$ cat src/rtl/pcb_pkg.sv
package pcb_pkg;

  // strobes from control to datapath
  typedef struct packed {
    logic loadAddr;   // open new command: take base/offset, clear mask
    logic takeByte;   // latch byte at current offset, advance offset
    logic dropAll;    // clear the valid mask without writing
    logic retire;     // clear the head slot after its write
  } pcbStrobe_t;

  typedef enum logic {
    ST_IDLE  = 1'b0,
    ST_CYCLE = 1'b1
  } pcbState_t;

endpackage

$ cat src/rtl/pcb_datapath.sv
module pcb_datapath
  import pcb_pkg::*;
#(
  parameter int ADDR_W     = 13,
  parameter int DATA_W     = 8,
  parameter int PAGE_BYTES = 32
) (
  input  logic              clk,
  input  logic              rst_n,
  input  pcbStrobe_t        strb,
  input  logic [ADDR_W-1:0] startAddr,
  input  logic [DATA_W-1:0] dataByte,
  output logic              anyValid,
  output logic [ADDR_W-1:0] memAddr,
  output logic [DATA_W-1:0] memWdata
);

  localparam int OFF_W  = $clog2(PAGE_BYTES);
  localparam int BASE_W = ADDR_W - OFF_W;

  logic [BASE_W-1:0]     pageBase;
  logic [OFF_W-1:0]      wrOff;
  logic [PAGE_BYTES-1:0] validMask;
  logic [DATA_W-1:0]     latchMem [PAGE_BYTES];
  logic [OFF_W-1:0]      headIdx;

  // page base and in-page write pointer
  always_ff @(posedge clk or negedge rst_n) begin
    if (!rst_n) begin
      pageBase <= '0;
      wrOff    <= '0;
    end else if (strb.loadAddr) begin
      pageBase <= startAddr[ADDR_W-1:OFF_W];
      wrOff    <= startAddr[OFF_W-1:0];
    end else if (strb.takeByte) begin
      wrOff    <= wrOff + 1'b1;   // wraps inside the page
    end
  end

  // one latch slot and valid bit per page offset
  for (genvar g = 0; g < PAGE_BYTES; g++) begin : g_slot
    logic hitWr;
    logic hitRet;
    assign hitWr  = strb.takeByte && (wrOff == OFF_W'(g));
    assign hitRet = strb.retire && (headIdx == OFF_W'(g));

    always_ff @(posedge clk or negedge rst_n) begin
      if (!rst_n)                           validMask[g] <= 1'b0;
      else if (strb.loadAddr || strb.dropAll) validMask[g] <= 1'b0;
      else if (hitWr)                       validMask[g] <= 1'b1;
      else if (hitRet)                      validMask[g] <= 1'b0;
    end

    always_ff @(posedge clk) begin
      if (hitWr) latchMem[g] <= dataByte;
    end
  end

  // lowest loaded offset is the next one to commit
  always_comb begin
    headIdx = '0;
    for (int i = PAGE_BYTES - 1; i >= 0; i--) begin
      if (validMask[i]) headIdx = OFF_W'(i);
    end
  end

  assign anyValid = |validMask;
  assign memAddr  = {pageBase, headIdx};
  assign memWdata = latchMem[headIdx];

endmodule

$ cat src/rtl/pcb_ctrl.sv
module pcb_ctrl
  import pcb_pkg::*;
#(
  parameter int CYCLE_CLKS = 625000
) (
  input  logic       clk,
  input  logic       rst_n,
  input  logic       addrLoad,
  input  logic       dataStrobe,
  input  logic       stopPulse,
  input  logic       wpIn,
  input  logic       anyValid,
  output pcbStrobe_t strb,
  output logic       busy,
  output logic       memWe
);

  localparam int TMR_W = $clog2(CYCLE_CLKS + 1);

  pcbState_t        state;
  logic [TMR_W-1:0] timer;
  logic             startCycle;

  assign startCycle = (state == ST_IDLE) && stopPulse && anyValid && !wpIn;

  always_comb begin
    strb = '0;
    if (state == ST_IDLE) begin
      strb.loadAddr = addrLoad && !stopPulse;
      strb.takeByte = dataStrobe && !addrLoad && !stopPulse;
      strb.dropAll  = stopPulse && !startCycle;
    end else begin
      strb.retire   = anyValid;
    end
  end

  always_ff @(posedge clk or negedge rst_n) begin
    if (!rst_n) begin
      state <= ST_IDLE;
      timer <= '0;
    end else if (state == ST_IDLE) begin
      if (startCycle) begin
        state <= ST_CYCLE;
        timer <= TMR_W'(CYCLE_CLKS - 1);
      end
    end else if (timer == '0) begin
      state <= ST_IDLE;
    end else begin
      timer <= timer - 1'b1;
    end
  end

  assign busy  = (state == ST_CYCLE);
  assign memWe = busy && anyValid;

endmodule

$ cat src/rtl/page_commit_buf.sv
module page_commit_buf
  import pcb_pkg::*;
#(
  parameter int ADDR_W     = 13,
  parameter int DATA_W     = 8,
  parameter int PAGE_BYTES = 32,
  parameter int CYCLE_CLKS = 625000
) (
  input  logic              clk,
  input  logic              rst_n,
  input  logic [ADDR_W-1:0] startAddr,
  input  logic              addrLoad,
  input  logic [DATA_W-1:0] dataByte,
  input  logic              dataStrobe,
  input  logic              stopPulse,
  input  logic              wpIn,
  output logic              busy,
  output logic              memWe,
  output logic [ADDR_W-1:0] memAddr,
  output logic [DATA_W-1:0] memWdata
);

  pcbStrobe_t strb;
  logic       anyValid;

  pcb_ctrl #(
    .CYCLE_CLKS(CYCLE_CLKS)
  ) u_ctrl (
    .clk       (clk),
    .rst_n     (rst_n),
    .addrLoad  (addrLoad),
    .dataStrobe(dataStrobe),
    .stopPulse (stopPulse),
    .wpIn      (wpIn),
    .anyValid  (anyValid),
    .strb      (strb),
    .busy      (busy),
    .memWe     (memWe)
  );

  pcb_datapath #(
    .ADDR_W    (ADDR_W),
    .DATA_W    (DATA_W),
    .PAGE_BYTES(PAGE_BYTES)
  ) u_dp (
    .clk      (clk),
    .rst_n    (rst_n),
    .strb     (strb),
    .startAddr(startAddr),
    .dataByte (dataByte),
    .anyValid (anyValid),
    .memAddr  (memAddr),
    .memWdata (memWdata)
  );

endmodule

$ cat config.mk
export PLATFORM = sky130hd
export DESIGN_NAME = page_commit_buf
export DESIGN_NICKNAME = d
export VERILOG_FILES = /design/src/rtl/pcb_pkg.sv /design/src/rtl/pcb_datapath.sv /design/src/rtl/pcb_ctrl.sv /design/src/rtl/page_commit_buf.sv
export SDC_FILE = /design/constraint.sdc
export NUM_CORES = 1
export LEC_CHECK = 0
export BUFFER_PORTS_ARGS = -buffer_cell sky130_fd_sc_hd__buf_2
export CORE_ASPECT_RATIO = 1.5
export CORE_MARGIN = 4
export CORE_UTILIZATION = 40
export CTS_BUF_LIST = sky130_fd_sc_hd__clkbuf_16
export DETAILED_ROUTE_END_ITERATION = 8
export PLACE_DENSITY = 0.63
export RECOVER_POWER = 50
export SYNTH_ARGS = -nofsm -noshare
export SYNTH_HDL_FRONTEND = slang
export SYNTH_SLANG_ARGS = --single-unit
$ cat constraint.sdc
create_clock -name clk -period 4.55 [get_ports clk]
set_input_delay 0 -clock clk [delete_from_list [all_inputs] [get_ports clk]]
set_output_delay 0 -clock clk [all_outputs]
set_load 0.1 [all_outputs]
== Yosys cells after proc, flatten, opt, wreduce, memory -nomap -nowiden ==
Memories as Yosys holds them, arrays and structs flattened.
Cells that the tools add are included.
Operators by class
  add/sub/neg operators: 2
  eq/ne operators: 63
  multiplexer cells: 295
  bitwise logic cells: 1
  reductions and logical operators: 147
Operators by type and width (number)
  5-bit two-way mux: 65
  8-bit two-way mux: 31
  8-bit OR reduction: 31
  1-bit two-way mux: 195
  5-bit equality test, second input constant: 32
  3-bit nonzero test: 32
  5-bit by 4-bit equality test with 1-bit output, second input constant: 16
  1-bit logical AND: 72
  20-bit two-way mux: 3
  5-bit by 3-bit equality test with 1-bit output, second input constant: 8
  32-bit OR reduction: 1
  5-bit by 2-bit equality test with 1-bit output, second input constant: 4
  20-bit zero test: 1
  20-bit by 1-bit subtractor with 20-bit output, second input constant: 1
  5-bit by 1-bit equality test with 1-bit output, second input constant: 2
  5-bit zero test: 2
  5-bit by 1-bit adder with 5-bit output, second input constant: 1
  1-bit zero test: 4
  2-bit nonzero test: 2
  3-bit two-way mux: 1
  2-bit != test, second input constant: 1
  2-bit AND reduction: 1
  1-bit logical OR: 1
  1-bit NOT: 1
Word-level totals
  register bits after elaboration: 66
  RAM bits: 256
  input port bits: 27
  output and inout port bits: 23
  memories: 1
Memory list
  u_dp.latchMem: depth 32, width 8, rd ports 1, clocked after memory_dff 0, wr ports 1, line pcb_datapath.sv:24  | logic [DATA_W-1:0] latchMem [PAGE_BYTES];

== Logic depth before layout (Yosys ltp) ==
  word-level depth: 42
  gate-level depth with buffers: 13
  gate-level depth less buffers: 10

== Hierarchy ==
A second synthesis with hierarchy kept.
Second synthesis, totals
  cells, all modules: 1134
  area total of the unflattened synthesis: 14279.9 µm²
By module, submodules not included
  pcb_datapath: times used 1, cells each 1015, area an instance 13102.6 µm², sequential area each 8813.5 µm²
  pcb_ctrl: times used 1, cells each 119, area an instance 1177.4 µm², sequential area each 525.5 µm²

== Worst setup path before layout ==
OpenSTA, ideal clock, no wires.
  path type: flip-flop to output port
  start: register u_dp.validMask[19]
  end: output memWdata[3]
  data arrival time: 4.936 ns
  data required time: 4.550 ns
  setup slack: -0.386 ns
  cell stages (with the launch flop): 10
  path buffers: 1
  path through: dfrtp_1 > or4_1 > a21oi_1 > a21oi_4 > nor2_1 > nand2_1 > buf_2 > a211oi_1 > a2111oi_2 > a21oi_1
Between the ends
  word-level cells in the longest chain between the ends: 21
RTL lines
  start: declaration: line pcb_datapath.sv:23  | logic [PAGE_BYTES-1:0] validMask;
  start signal: indexed assignment: line pcb_datapath.sv:48  | if (!rst_n) validMask[g] <= 1'b0;
  start signal: indexed assignment: line pcb_datapath.sv:49  | else if (strb.loadAddr || strb.dropAll) validMask[g] <= 1'b0;
  start signal: indexed assignment: line pcb_datapath.sv:50  | else if (hitWr) validMask[g] <= 1'b1;
  5-bit two-way mux (20 in series): line pcb_datapath.sv:63  | if (validMask[i]) headIdx = OFF_W'(i);
  net memAddr[2]: line page_commit_buf.sv:19  | output logic [ADDR_W-1:0] memAddr,
  memory 32 x 8 bit
  end: declaration: line page_commit_buf.sv:20  | output logic [DATA_W-1:0] memWdata
The timed path passes the listed nets, and every way through them passes these cells.

== Worst setup path after layout ==
  start: register u_dp.validMask[30]
  end: output memWdata[2]
Between the ends
  word-level cells in the longest chain between the ends: 32
RTL lines (line)
  5-bit two-way mux (31 in series): pcb_datapath.sv:63
  memory 32 x 8 bit
Every way passes these cells.

==> summary.md <==
In the layout the commonest cells are 256 x sky130_fd_sc_hd__edfxtp_1, 103 x sky130_fd_sc_hd__nand2_1, 76 x sky130_fd_sc_hd__a21oi_1, 76 x sky130_fd_sc_hd__mux2i_1, 67 x sky130_fd_sc_hd__nor2_1. The worst-margin pin slew works out to 3720 ps. Setup violations remaining at the end of the flow were counted as 0. Across the run, the number of max-cap violations was 9. The total number of vias was 9176; the total DRC errors in the routed layout was 0. Data on the critical path is required at its endpoint by 4550 ps.

Total placed cells including tap cells: 1550. Before CTS, the worst setup slack after placement is 550 ps. Initial antenna violation count: 1. In this run the remaining antenna-violating nets after routing total 0. The final reports fail on capacitance limit, slew limit. The run gives 202 ps as the setup slack of the critical path after layout.

The netlist area before placement came out at 0.0140 mm². The first TritonRoute pass finished after 5 iterations. Summed over all layers, the global routing overflow is 0.

After detailed routing, the number of vias per cell comes to 5.64. The average footprint of a synthesized cell is 13.0 µm². Most instantiated flip-flop cell in the synthesis netlist: sky130_fd_sc_hd__edfxtp_1. The cell with the most instances on the worst path was sky130_fd_sc_hd__a211oi_1. For this run, the slowest stage of the critical path takes 670 ps. Die boundary height: 237 µm. The die covers 0.0381 mm².

The flow ran to the end, but the final reports show violations. The worst hold slack was 16.3 ps. The total area inside the core boundary comes to 0.0344 mm².

The share of the synthesized area in the top cell type came out at 0.549. The critical path goes through nand2b_1, a2111oi_0, o221a_1, o311a_4, buf_4, mux2i_1, a211oi_1, a211oi_1, a21oi_2, buf_12. For the overall global routing resource usage, the log shows 0.192.

Sequential element share of the synthesized area: 0.667. The most common library cell in the layout ignoring fill and taps is sky130_fd_sc_hd__edfxtp_1. Yosys mapped the design onto 68 distinct sky130hd cell types. The final weighted congestion of routability-driven global placement came out at 0.940. For the number of global-route vias before repair, the log shows 9094. The tools report the worst-case clock skew as 10.4 ps. The worst setup path is of the register to primary output kind.

Ranked by total cell area, the synthesized netlist is headed by sky130_fd_sc_hd__edfxtp_1 55%, sky130_fd_sc_hd__dfrtp_1 12%, sky130_fd_sc_hd__mux2i_1 5.4%. Setup repair after global routing left no endpoint under its margin. The clock period minus final worst setup slack came out at 4350 ps. The global-route wire length before repair is 55.8 mm, and the routed wire length is 37.9 mm. The endpoint arrival time on the critical path is 4350 ps. Entering global routing, the biggest net connects 67 pins. The number of synthesized register bits is 322. The worst setup path is launched from a register.

The clock-pin slew on the worst setup and hold paths is 70 ps. The worst min-delay path class is input pin to register. The kind of capture point of the worst setup path was a primary output. The x dimension of the die is 161 µm. The tree built by TritonCTS fans out to 322 sinks. The logs give 0.407 for the initial core utilization and 83 for the floorplan row count.

Buffers added to address setup during post-CTS repair amount to 0. The tools report the final cell count without fillers as 1626. The detailed router finished its first iteration with 773 violations.

Source-to-sink clock delay at the later pin of the worst-skew pair: 560 ps. On the critical path, the stage with the largest delay is an instance of sky130_fd_sc_hd__a2111oi_0. Fraction of layout instances using a drive strength above 1: 0.132. TritonCTS built the clock tree. Gates resized during post-CTS repair numbered 0. The post-synthesis cell count was 1075; the fmax was 0.230 GHz. Along the worst path, the maximum fanout reaches 21. During I/O placement, the number of pins put on the boundary was 50.

Placed wire-length estimate: 24.7 mm. The final clock period utilization by the worst path came out at 0.956. Counting the buffers created by CTS gives 30. The biggest area contributor in the post-synthesis netlist is sky130_fd_sc_hd__edfxtp_1. The repair_antennas step left the layout with diodes totalling 0. The number of endpoints with negative hold slack in the final report came out at 0. The tools report the max-slew headroom at the worst pin as -1.48.

Synthesis produced a netlist with a net count of 1109. The count of flip-flops with a built-in enable after synthesis was 256; the proportion of register bits with asynchronous set or reset after synthesis was 0.205. Compared with the post-synthesis result, the final layout area differs by 14.3%. For the clock tree buffer depth, the log shows 3. The final layout net count was 1170; the deepest level of the CTS H-tree was 1. The tree is rooted in a sky130_fd_sc_hd__clkbuf_16. For the final routed database, the setup TNS stands at 0 ps. In the final routed layout, each cell accounts on average for 23.3 µm.

The warning count from the yosys run is 0. The number of max-slew violations in the final report was 298. The port buffer count came out at 49.
-- critical path: cells and delay by family, from the launching register on --
family | cells | cell delay, ps
DFF | 1 | 400
AOI/OAI and AO/OA | 6 | 2520
buffers and inverters | 2 | 560
and+or+nand+nor | 1 | 150
muxes | 1 | 130
-- synthesized netlist by cell type, drive strengths merged, types with 2 or more instances --
master / n
nand2b: 8
nor2b: 9
o2111a: 4
nor3: 52
xor2: 7
o221ai: 17
a22oi: 4
o211a: 2
ha: 7
nand2: 104
a211oi: 14
a2111oi: 6
o311ai: 4
edfxtp: 256
buf: 40
o41ai: 3
dfrtp: 66
a32oi: 3
a21o: 2
or4: 13
clkbuf: 18
a21oi: 85
nor4: 7
and2: 3
inv: 48
o2111ai: 2
a211o: 7
nor2: 68
o221a: 4
o21ai: 45
a31oi: 15
mux2i: 76
xnor2: 9
or3: 9
o22ai: 5
mux2: 24
or2: 3
or3b: 2
nand3: 13
-- final timing paths --
kind	start	to	slack, ps	cells past startpoint
worst max-delay path	u_dp.validMask[30]$_DFFE_PN0P_	memWdata[2]	200	10
worst min-delay path	stopPulse	u_ctrl.timer[11]$_DFFE_PN0P_	20	4
worst max register to register	u_dp.validMask[30]$_DFFE_PN0P_	u_dp.validMask[21]$_DFFE_PN0P_	1010	7
worst min register to register	u_dp.pageBase[2]$_DFFE_PN0P_	u_dp.pageBase[2]$_DFFE_PN0P_	510	1
max in group asynchronous	rst_n	u_dp.validMask[5]$_DFFE_PN0P_	1110	3
min in group asynchronous	rst_n	u_ctrl.timer[17]$_DFFE_PN0P_	1340	3
-- flip-flops by register name, summed over array words and instances, names as in the netlist --
signal	flops
u_dp.validMask	32
u_dp.latchMem	256
u_ctrl.timer	20
u_ctrl.busy	1
u_dp.pageBase	8
u_dp.wrOff	5
-- routing by layer --
layer  up-vias  share of wire  track usage
met5         -        0.00034            0
met4         2          0.036       0.0696
met3        79          0.065       0.0295
met2       365           0.52        0.348
met1      4566           0.38        0.232
li1       4164              -            -
-- cells by family after synthesis --
group / count (synthesis) / synth area share
DFF: 322 / 0.667
and+or+nand+nor: 293 / 0.0979
AOI/OAI and AO/OA: 231 / 0.109
buffers and inverters: 106 / 0.0357
muxes: 100 / 0.0739
xor gates and xnor gates: 16 / 0.0100
adders and majority gates: 7 / 0.00626
-- stage by stage --
step                area, µm²  utilization
global placement        14800        0.431
detailed placement      14800        0.431
CTS                     16000        0.466
floorplan               14000            -
finish                  16000        0.465
global route            16000        0.465
-- repair_timing --
item | CTS | global route
setup endpoints to repair | 1 | 1
cloned | 1 | 1
hold endpoints to repair | 81 | 0
hold buffers | 19 | 0
-- layout make-up --
class | count | area, µm²
fillers | 3016 | 18400
clock buffers | 31 | 776
clock inverters | 24 | 219
inverters | 48 | 180
multi-input cells | 649 | 4230
flip-flops and latches | 322 | 9340
well taps | 467 | 584
repair buffers | 85 | 671
Power is left out: the tool's default activity adds up to more than one toggle a clock period on the data nets, which glitch-free logic cannot reach.
